## config.mk

```make
export PLATFORM = sky130hd
export DESIGN_NAME = pio_sector_buf
export DESIGN_NICKNAME = d
export VERILOG_FILES = /design/src/rtl/psb_pkg.sv /design/src/rtl/psb_secbuf.sv /design/src/rtl/psb_hostif.sv /design/src/rtl/psb_seq.sv /design/src/rtl/pio_sector_buf.sv
export SDC_FILE = /design/constraint.sdc
export NUM_CORES = 2
export LEC_CHECK = 0
export ABC_AREA = 1
export BUFFER_PORTS_ARGS = -buffer_cell sky130_fd_sc_hd__buf_2
export CORE_MARGIN = 8
export CORE_UTILIZATION = 30
export CTS_CLUSTER_SIZE = 8
export DETAILED_ROUTE_END_ITERATION = 10
export GPL_ROUTABILITY_DRIVEN = 0
export PLACE_DENSITY = 0.49
export SLEW_MARGIN = 5
export SYNTH_ARGS = -nofsm -noshare
export SYNTH_HDL_FRONTEND = slang
export SYNTH_HIERARCHICAL = 1
export SYNTH_SLANG_ARGS = --single-unit
```

## constraint.sdc

```tcl
create_clock -name clk -period 6.1 [get_ports clk]
set_input_delay 0.305 -clock clk [delete_from_list [all_inputs] [get_ports clk]]
set_output_delay 0.305 -clock clk [all_outputs]
set_load 0.05 [all_outputs]
```

## src/rtl/psb_pkg.sv

```systemverilog
package psb_pkg;

  typedef enum logic [1:0] {
    ST_IDLE  = 2'd0,
    ST_FILL  = 2'd1,
    ST_HOST  = 2'd2,
    ST_DRAIN = 2'd3
  } psb_state_e;

  localparam logic [1:0] REG_DATA  = 2'd0;
  localparam logic [1:0] REG_CTRL  = 2'd1;
  localparam logic [1:0] REG_COUNT = 2'd2;

  localparam logic [1:0] OP_READ  = 2'b01;
  localparam logic [1:0] OP_WRITE = 2'b10;

  localparam int unsigned STAT_BUSY = 0;
  localparam int unsigned STAT_DRQ  = 1;
  localparam int unsigned STAT_DONE = 2;
  localparam int unsigned STAT_OVR  = 3;
  localparam int unsigned STAT_IRQ  = 4;
  localparam int unsigned STAT_W    = 5;

  typedef struct packed {
    logic data_rd;
    logic data_wr;
    logic ctrl_rd;
    logic ctrl_wr;
    logic count_wr;
  } psb_strobe_t;

endpackage

```

## src/rtl/psb_secbuf.sv

```systemverilog
module psb_secbuf #(
  parameter int unsigned DATA_W = 16,
  parameter int unsigned DEPTH  = 256,
  localparam int unsigned AW    = $clog2(DEPTH)
) (
  input  logic              clk,
  input  logic              we,
  input  logic [AW-1:0]     waddr,
  input  logic [DATA_W-1:0] wdata,
  input  logic [AW-1:0]     raddr,
  output logic [DATA_W-1:0] rdata
);

  logic [DATA_W-1:0] mem [DEPTH];

  always_ff @(posedge clk) begin
    if (we) mem[waddr] <= wdata;
  end

  assign rdata = mem[raddr];

endmodule

```

## src/rtl/psb_hostif.sv

```systemverilog
module psb_hostif
  import psb_pkg::*;
#(
  parameter int unsigned DATA_W = 16,
  parameter int unsigned CNT_W  = 8
) (
  input  logic [1:0]         host_addr,
  input  logic               host_wr,
  input  logic               host_rd,
  output psb_strobe_t        strb,
  input  logic [STAT_W-1:0]  status,
  input  logic               rd_window,
  input  logic [CNT_W-1:0]   sec_left,
  input  logic [DATA_W-1:0]  buf_rdata,
  output logic [DATA_W-1:0]  host_rdata
);

  logic rd_only;
  assign rd_only = host_rd && !host_wr;

  always_comb begin
    strb          = '0;
    strb.data_rd  = rd_only && (host_addr == REG_DATA);
    strb.data_wr  = host_wr && (host_addr == REG_DATA);
    strb.ctrl_rd  = rd_only && (host_addr == REG_CTRL);
    strb.ctrl_wr  = host_wr && (host_addr == REG_CTRL);
    strb.count_wr = host_wr && (host_addr == REG_COUNT);
  end

  always_comb begin
    unique case (host_addr)
      REG_DATA:  host_rdata = rd_window ? buf_rdata : '0;
      REG_CTRL:  host_rdata = {{(DATA_W-STAT_W){1'b0}}, status};
      REG_COUNT: host_rdata = {{(DATA_W-CNT_W){1'b0}}, sec_left};
      default:   host_rdata = '0;
    endcase
  end

endmodule

```

## src/rtl/psb_seq.sv

```systemverilog
module psb_seq
  import psb_pkg::*;
#(
  parameter int unsigned WORDS = 256,
  parameter int unsigned CNT_W = 8,
  localparam int unsigned PTR_W = $clog2(WORDS)
) (
  input  logic             clk,
  input  logic             rst_n,
  input  psb_strobe_t      strb,
  input  logic [1:0]       op,
  input  logic [CNT_W-1:0] cnt_wdata,
  input  logic             dev_in_valid,
  input  logic             dev_out_ready,
  output logic             dev_in_ready,
  output logic             dev_out_valid,
  output logic             busy,
  output logic             drq,
  output logic             dir_wr,
  output logic             irq,
  output logic             done,
  output logic             ovr,
  output logic [CNT_W-1:0] sec_left,
  output logic [PTR_W-1:0] ptr,
  output logic             buf_we,
  output logic             buf_from_host
);

  psb_state_e st;
  logic in_hs, out_hs, host_ok, bad_acc, last_word, final_sec, go;
  logic [PTR_W-1:0] ptr_nxt;

  always_comb begin
    in_hs     = (st == ST_FILL) && dev_in_valid;
    out_hs    = (st == ST_DRAIN) && dev_out_ready;
    host_ok   = (st == ST_HOST) && (dir_wr ? strb.data_wr : strb.data_rd);
    bad_acc   = (strb.data_rd || strb.data_wr) && !host_ok;
    last_word = (ptr == PTR_W'(WORDS - 1));
    ptr_nxt   = last_word ? '0 : ptr + PTR_W'(1);
    final_sec = (sec_left == CNT_W'(1));
    go        = strb.ctrl_wr && (st == ST_IDLE) && (sec_left != '0) &&
                ((op == OP_READ) || (op == OP_WRITE));
  end

  assign busy          = (st != ST_IDLE);
  assign drq           = (st == ST_HOST);
  assign dev_in_ready  = (st == ST_FILL);
  assign dev_out_valid = (st == ST_DRAIN);
  assign buf_we        = in_hs || (host_ok && dir_wr);
  assign buf_from_host = (st == ST_HOST);

  always_ff @(posedge clk or negedge rst_n) begin
    if (!rst_n) begin
      st       <= ST_IDLE;
      dir_wr   <= 1'b0;
      irq      <= 1'b0;
      done     <= 1'b0;
      ovr      <= 1'b0;
      sec_left <= '0;
      ptr      <= '0;
    end else begin
      if (strb.count_wr && (st == ST_IDLE)) sec_left <= cnt_wdata;
      if (bad_acc) ovr <= 1'b1;
      if (strb.ctrl_rd || host_ok) irq <= 1'b0;
      unique case (st)
        ST_IDLE: begin
          if (go) begin
            dir_wr <= (op == OP_WRITE);
            ptr    <= '0;
            done   <= 1'b0;
            ovr    <= 1'b0;
            if (op == OP_WRITE) begin
              st  <= ST_HOST;
              irq <= 1'b1;
            end else begin
              st <= ST_FILL;
            end
          end
        end
        ST_FILL: begin
          if (in_hs) begin
            ptr <= ptr_nxt;
            if (last_word) begin
              st  <= ST_HOST;
              irq <= 1'b1;
            end
          end
        end
        ST_HOST: begin
          if (host_ok) begin
            ptr <= ptr_nxt;
            if (last_word) begin
              if (dir_wr) begin
                st <= ST_DRAIN;
              end else begin
                sec_left <= sec_left - CNT_W'(1);
                if (final_sec) begin
                  st   <= ST_IDLE;
                  done <= 1'b1;
                end else begin
                  st <= ST_FILL;
                end
              end
            end
          end
        end
        ST_DRAIN: begin
          if (out_hs) begin
            ptr <= ptr_nxt;
            if (last_word) begin
              sec_left <= sec_left - CNT_W'(1);
              if (final_sec) begin
                st   <= ST_IDLE;
                done <= 1'b1;
              end else begin
                st  <= ST_HOST;
                irq <= 1'b1;
              end
            end
          end
        end
        default: st <= ST_IDLE;
      endcase
    end
  end

endmodule

```

## src/rtl/pio_sector_buf.sv

```systemverilog
module pio_sector_buf
  import psb_pkg::*;
#(
  parameter int unsigned DATA_W = 16,
  parameter int unsigned WORDS  = 256,
  parameter int unsigned CNT_W  = 8,
  localparam int unsigned PTR_W = $clog2(WORDS)
) (
  input  logic              clk,
  input  logic              rst_n,
  input  logic [1:0]        host_addr,
  input  logic              host_wr,
  input  logic              host_rd,
  input  logic [DATA_W-1:0] host_wdata,
  output logic [DATA_W-1:0] host_rdata,
  output logic              irq,
  input  logic              dev_in_valid,
  output logic              dev_in_ready,
  input  logic [DATA_W-1:0] dev_in_data,
  output logic              dev_out_valid,
  input  logic              dev_out_ready,
  output logic [DATA_W-1:0] dev_out_data
);

  psb_strobe_t       strb;
  logic              busy_w, drq_w, dir_wr_w, done_w, ovr_w;
  logic              buf_we, buf_from_host;
  logic [CNT_W-1:0]  sec_left;
  logic [PTR_W-1:0]  ptr;
  logic [DATA_W-1:0] buf_wdata, buf_rdata;
  logic [STAT_W-1:0] status;

  always_comb begin
    status            = '0;
    status[STAT_BUSY] = busy_w;
    status[STAT_DRQ]  = drq_w;
    status[STAT_DONE] = done_w;
    status[STAT_OVR]  = ovr_w;
    status[STAT_IRQ]  = irq;
  end

  assign buf_wdata    = buf_from_host ? host_wdata : dev_in_data;
  assign dev_out_data = buf_rdata;

  psb_hostif #(.DATA_W(DATA_W), .CNT_W(CNT_W)) u_hostif (
    .host_addr (host_addr),
    .host_wr   (host_wr),
    .host_rd   (host_rd),
    .strb      (strb),
    .status    (status),
    .rd_window (drq_w && !dir_wr_w),
    .sec_left  (sec_left),
    .buf_rdata (buf_rdata),
    .host_rdata(host_rdata)
  );

  psb_seq #(.WORDS(WORDS), .CNT_W(CNT_W)) u_seq (
    .clk          (clk),
    .rst_n        (rst_n),
    .strb         (strb),
    .op           (host_wdata[1:0]),
    .cnt_wdata    (host_wdata[CNT_W-1:0]),
    .dev_in_valid (dev_in_valid),
    .dev_out_ready(dev_out_ready),
    .dev_in_ready (dev_in_ready),
    .dev_out_valid(dev_out_valid),
    .busy         (busy_w),
    .drq          (drq_w),
    .dir_wr       (dir_wr_w),
    .irq          (irq),
    .done         (done_w),
    .ovr          (ovr_w),
    .sec_left     (sec_left),
    .ptr          (ptr),
    .buf_we       (buf_we),
    .buf_from_host(buf_from_host)
  );

  psb_secbuf #(.DATA_W(DATA_W), .DEPTH(WORDS)) u_buf (
    .clk  (clk),
    .we   (buf_we),
    .waddr(ptr),
    .wdata(buf_wdata),
    .raddr(ptr),
    .rdata(buf_rdata)
  );

endmodule

```

==> run summary <==
synthesized-area fraction occupied by adder cells - 0.000299
Final Max Slew Viols - 64
final setup TNS - 0 ns
cell row count - 274
CP most frequent cell - nand3_1
CTS tree - yes
complex-gate fraction of the synthesized area - 0.00110
# resized after CTS - 0
required time of the critical path - 5.79 ns
Post-Place Worst Slack - 1.14 ns
vias after detailed routing - 110k
postcts setup bufs - 0
Synth cell types - 40
vias in the first global route - 104k
Max-slew headroom - -0.0775
R2R Setup Slk - 1.36 ns
DRC - 0
Min-Delay Endpoint - u_buf/mem[160][9]
XOR/XNOR Fraction of Synth Area - 0.000209
Clock Path Buffers - 4
count of TritonRoute iterations in the first routing pass - 6
drt total wl - 532 mm
initial antenna violation count - 16
Root Driver - clkbuf_16
drt first-iter violations - 10.9k
PwrDens - 487 nW/um^2
DR vias/cell - 5.06
hold-fix buffers at CTS - 30
cell area after placement - 178000 sq um
Post-Synthesis Cell Area - 168000 sq um
static leakage - 66.9 nW
end of the worst register-to-register path - u_buf/mem[9][15]
Avg WL per Cell - 24.5 microns
Placeable Area - 557000 sq um
Setup CP Type - reg -> out
Synth Warn # - 6
dpl hpwl - 293 mm
H-tree levels - 6
crit path cell chain - inv_16 -> buf_12 -> buf_4 -> nand2_1 -> nand3_1 -> nand3_1 -> nand3_1 -> nand3_1 -> nand3_1 -> nand3_1 -> nand2_1 -> nand2_1 -> nand2_1 -> nand2_1 -> inv_1 -> nand2_1 -> nand3_1 -> buf_2
Hold Path Class - in -> reg
Hold Vio Cnt, Final - 0
share of layout cells above drive strength 1 - 0.0944
Design Area, Final - 194000 sq um
status - finished, violations left
RSZ-0062 raised after global routing - false
Nets - 14.2k
worst vdd ir - 464 uV
Starting Density - 0.301
net count after synthesis - 14.0k
CP Buf/Inv Count - 5
mux cell area share after synthesis - 0
Register-to-Register Path Depth - 5
Routed Antenna Nets - 0
Post-Synth Simple-Gate Area - 0.228
Crit Reg-Reg Startpoint - u_seq/ptr[4]
flops & latches, synth - 4118
period utilisation layout - 0.970
crit path max fanout - 96
sequential area share after synthesis - 0.737
# clock sinks - 4118
Hold Startpoint - dev_in_data[9]
overflow left after global routing - 0
Final setup viols - 0
Worst-Margin Slew - 1.62 ns
syn_area_per_cell - 12.0 sq um
first-pass GRT wire length - 764 mm
Reg clk slew, reported paths - 0.05 ns
Worst Setup End Kind - output pin
Final WS setup - 0.180 ns
failing checks - slew limit
crit path launch type - flip-flop
fin crit period - 5.92 ns
Die H - 763 microns
Mapped Cells - 14.0k
clock latency on the worst-skew pair - 1.04 ns
hold depth - 3
Tot GR Track Use - 0.175
main combinational cell family by area after synthesis - simple AND/OR/NAND/NOR gates
crit-path leading delay family - simple AND/OR/NAND/NOR gates
crit-path max cell delay - 0.67 ns
number of port buffers - 74
maximum clock rate - 169 MHz
I/O pin count - 75
Die Wd - 763 microns
CP arrival - 5.62 ns
die area - 583000 sq um
largest net degree at the start of global routing - 165
total CTS buffers - 585
maxcap violations - 0
Crit-path slowest cell - dfrtp_4
Layout area overhead - 15.5%
Layout Skew - 0.0603 ns
[registers in the layout (all words and copies together), names as in the netlist]
signal / flops
u_seq/irq: 1
u_seq/st: 2
u_seq/dir_wr: 1
u_seq/ovr: 1
u_seq/ptr: 8
u_seq/done: 1
u_buf/mem: 4096
u_seq/sec_left: 8
[power breakdown]
group          total [mW]  internal [mW]  switching (mW)  leakage [nW]
logic                30.3           7.13            23.2          22.1
clock network        28.9           17.4            11.6          7.68
registers            35.0           34.7           0.272          37.2
[routing by layer]
metal,global-route usage,share of wire
met1,0.240,0.43
met2,0.285,0.47
met3,0.0275,0.064
met4,0.0581,0.034
met5,0,0.00010
[area by class of cell]
class | count | area [sq um]
diodes | 14 | 35.0
clock buffers | 638 | 15200
clock inverters | 33 | 465
fillers | 54500 | 363000
inverters | 84 | 377
multi-input cells | 8803 | 38700
flip-flops and latches | 4118 | 124000
well taps | 7452 | 9320
repair buffers | 602 | 5810
[worst max path at each step]
stage	startpoint	endpoint	depth (start not counted)
after floorplan	u_seq/st[0]	u_buf/mem[0][11]	5
after global placement	host_addr[0]	u_buf/mem[168][7]	10
after detailed placement	host_addr[0]	u_buf/mem[168][3]	10
after CTS	u_seq/ptr[0]	host_rdata[15]	15
after global routing	u_seq/ptr[0]	host_rdata[15]	15
final	u_seq/ptr[0]	host_rdata[0]	18
[worst reg2reg max path, stage by stage, from the launching register on]
cell     delay, ns
dfrtp_4       0.56
buf_4         0.37
nor2_1        0.83
nand2_1       0.99
nor2_1        1.22
buf_4         0.43
[cells in the mapped netlist, drive strengths merged]
library cell | n | area share
nand2 | 4349 | 0.098
edfxtp | 4096 | 0.73
nand3 | 4079 | 0.12
buf | 792 | 0.028
nor2 | 320 | 0.0075
clkbuf | 155 | 0.0035
inv | 84 | 0.0020
dfrtp | 22 | 0.0033
o21ai | 19 | 0.00066
a21oi | 11 | 0.00040
nand4 | 6 | 0.00022
ha | 4 | 0.00030
nor3 | 4 | 0.00015
nand3b | 3 | 0.00016
xor2 | 3 | 0.00016
or2 | 2 | 0.000075
a22o | 1 | 0.000052
nor3b | 1 | 0.000045
xnor2 | 1 | 0.000052
[layout by cell type, fill, tap and decap left out, drive strengths merged, types with 17 or more instances in the layout]
cell	count
nand2	4349
edfxtp	4096
nand3	4079
clkbuf	638
buf	573
nor2	320
inv	99
dlygate4sd3	29
dfrtp	22
o21ai	19
clkinv	17
[cell families after synthesis]
group                    after synthesis
AND/OR/NAND/NOR                     8764
flip-flops                          4118
XOR/XNOR                               4
adder cells (fa/ha/maj)                4
buffers and inverters               1031
AO/OA/AOI/OAI                         31
[per-stage QoR]
| stage | instances | hold WS [ns] | power, mW | utilization |
|---|---|---|---|---|
| after floorplan | 14000 | 0.00941 | 55.0 | - |
| after global placement | 21000 | 0.377 | 65.9 | 0.319 |
| after detailed placement | 21000 | 0.375 | 66.0 | 0.319 |
| after CTS | 21700 | 0.000524 | 95.1 | 0.348 |
| after global routing | 21700 | 0.0682 | 98.3 | 0.348 |
| final | 21700 | 0.0785 | 94.3 | 0.348 |
Note: power is estimated with default switching activity, not from simulation.
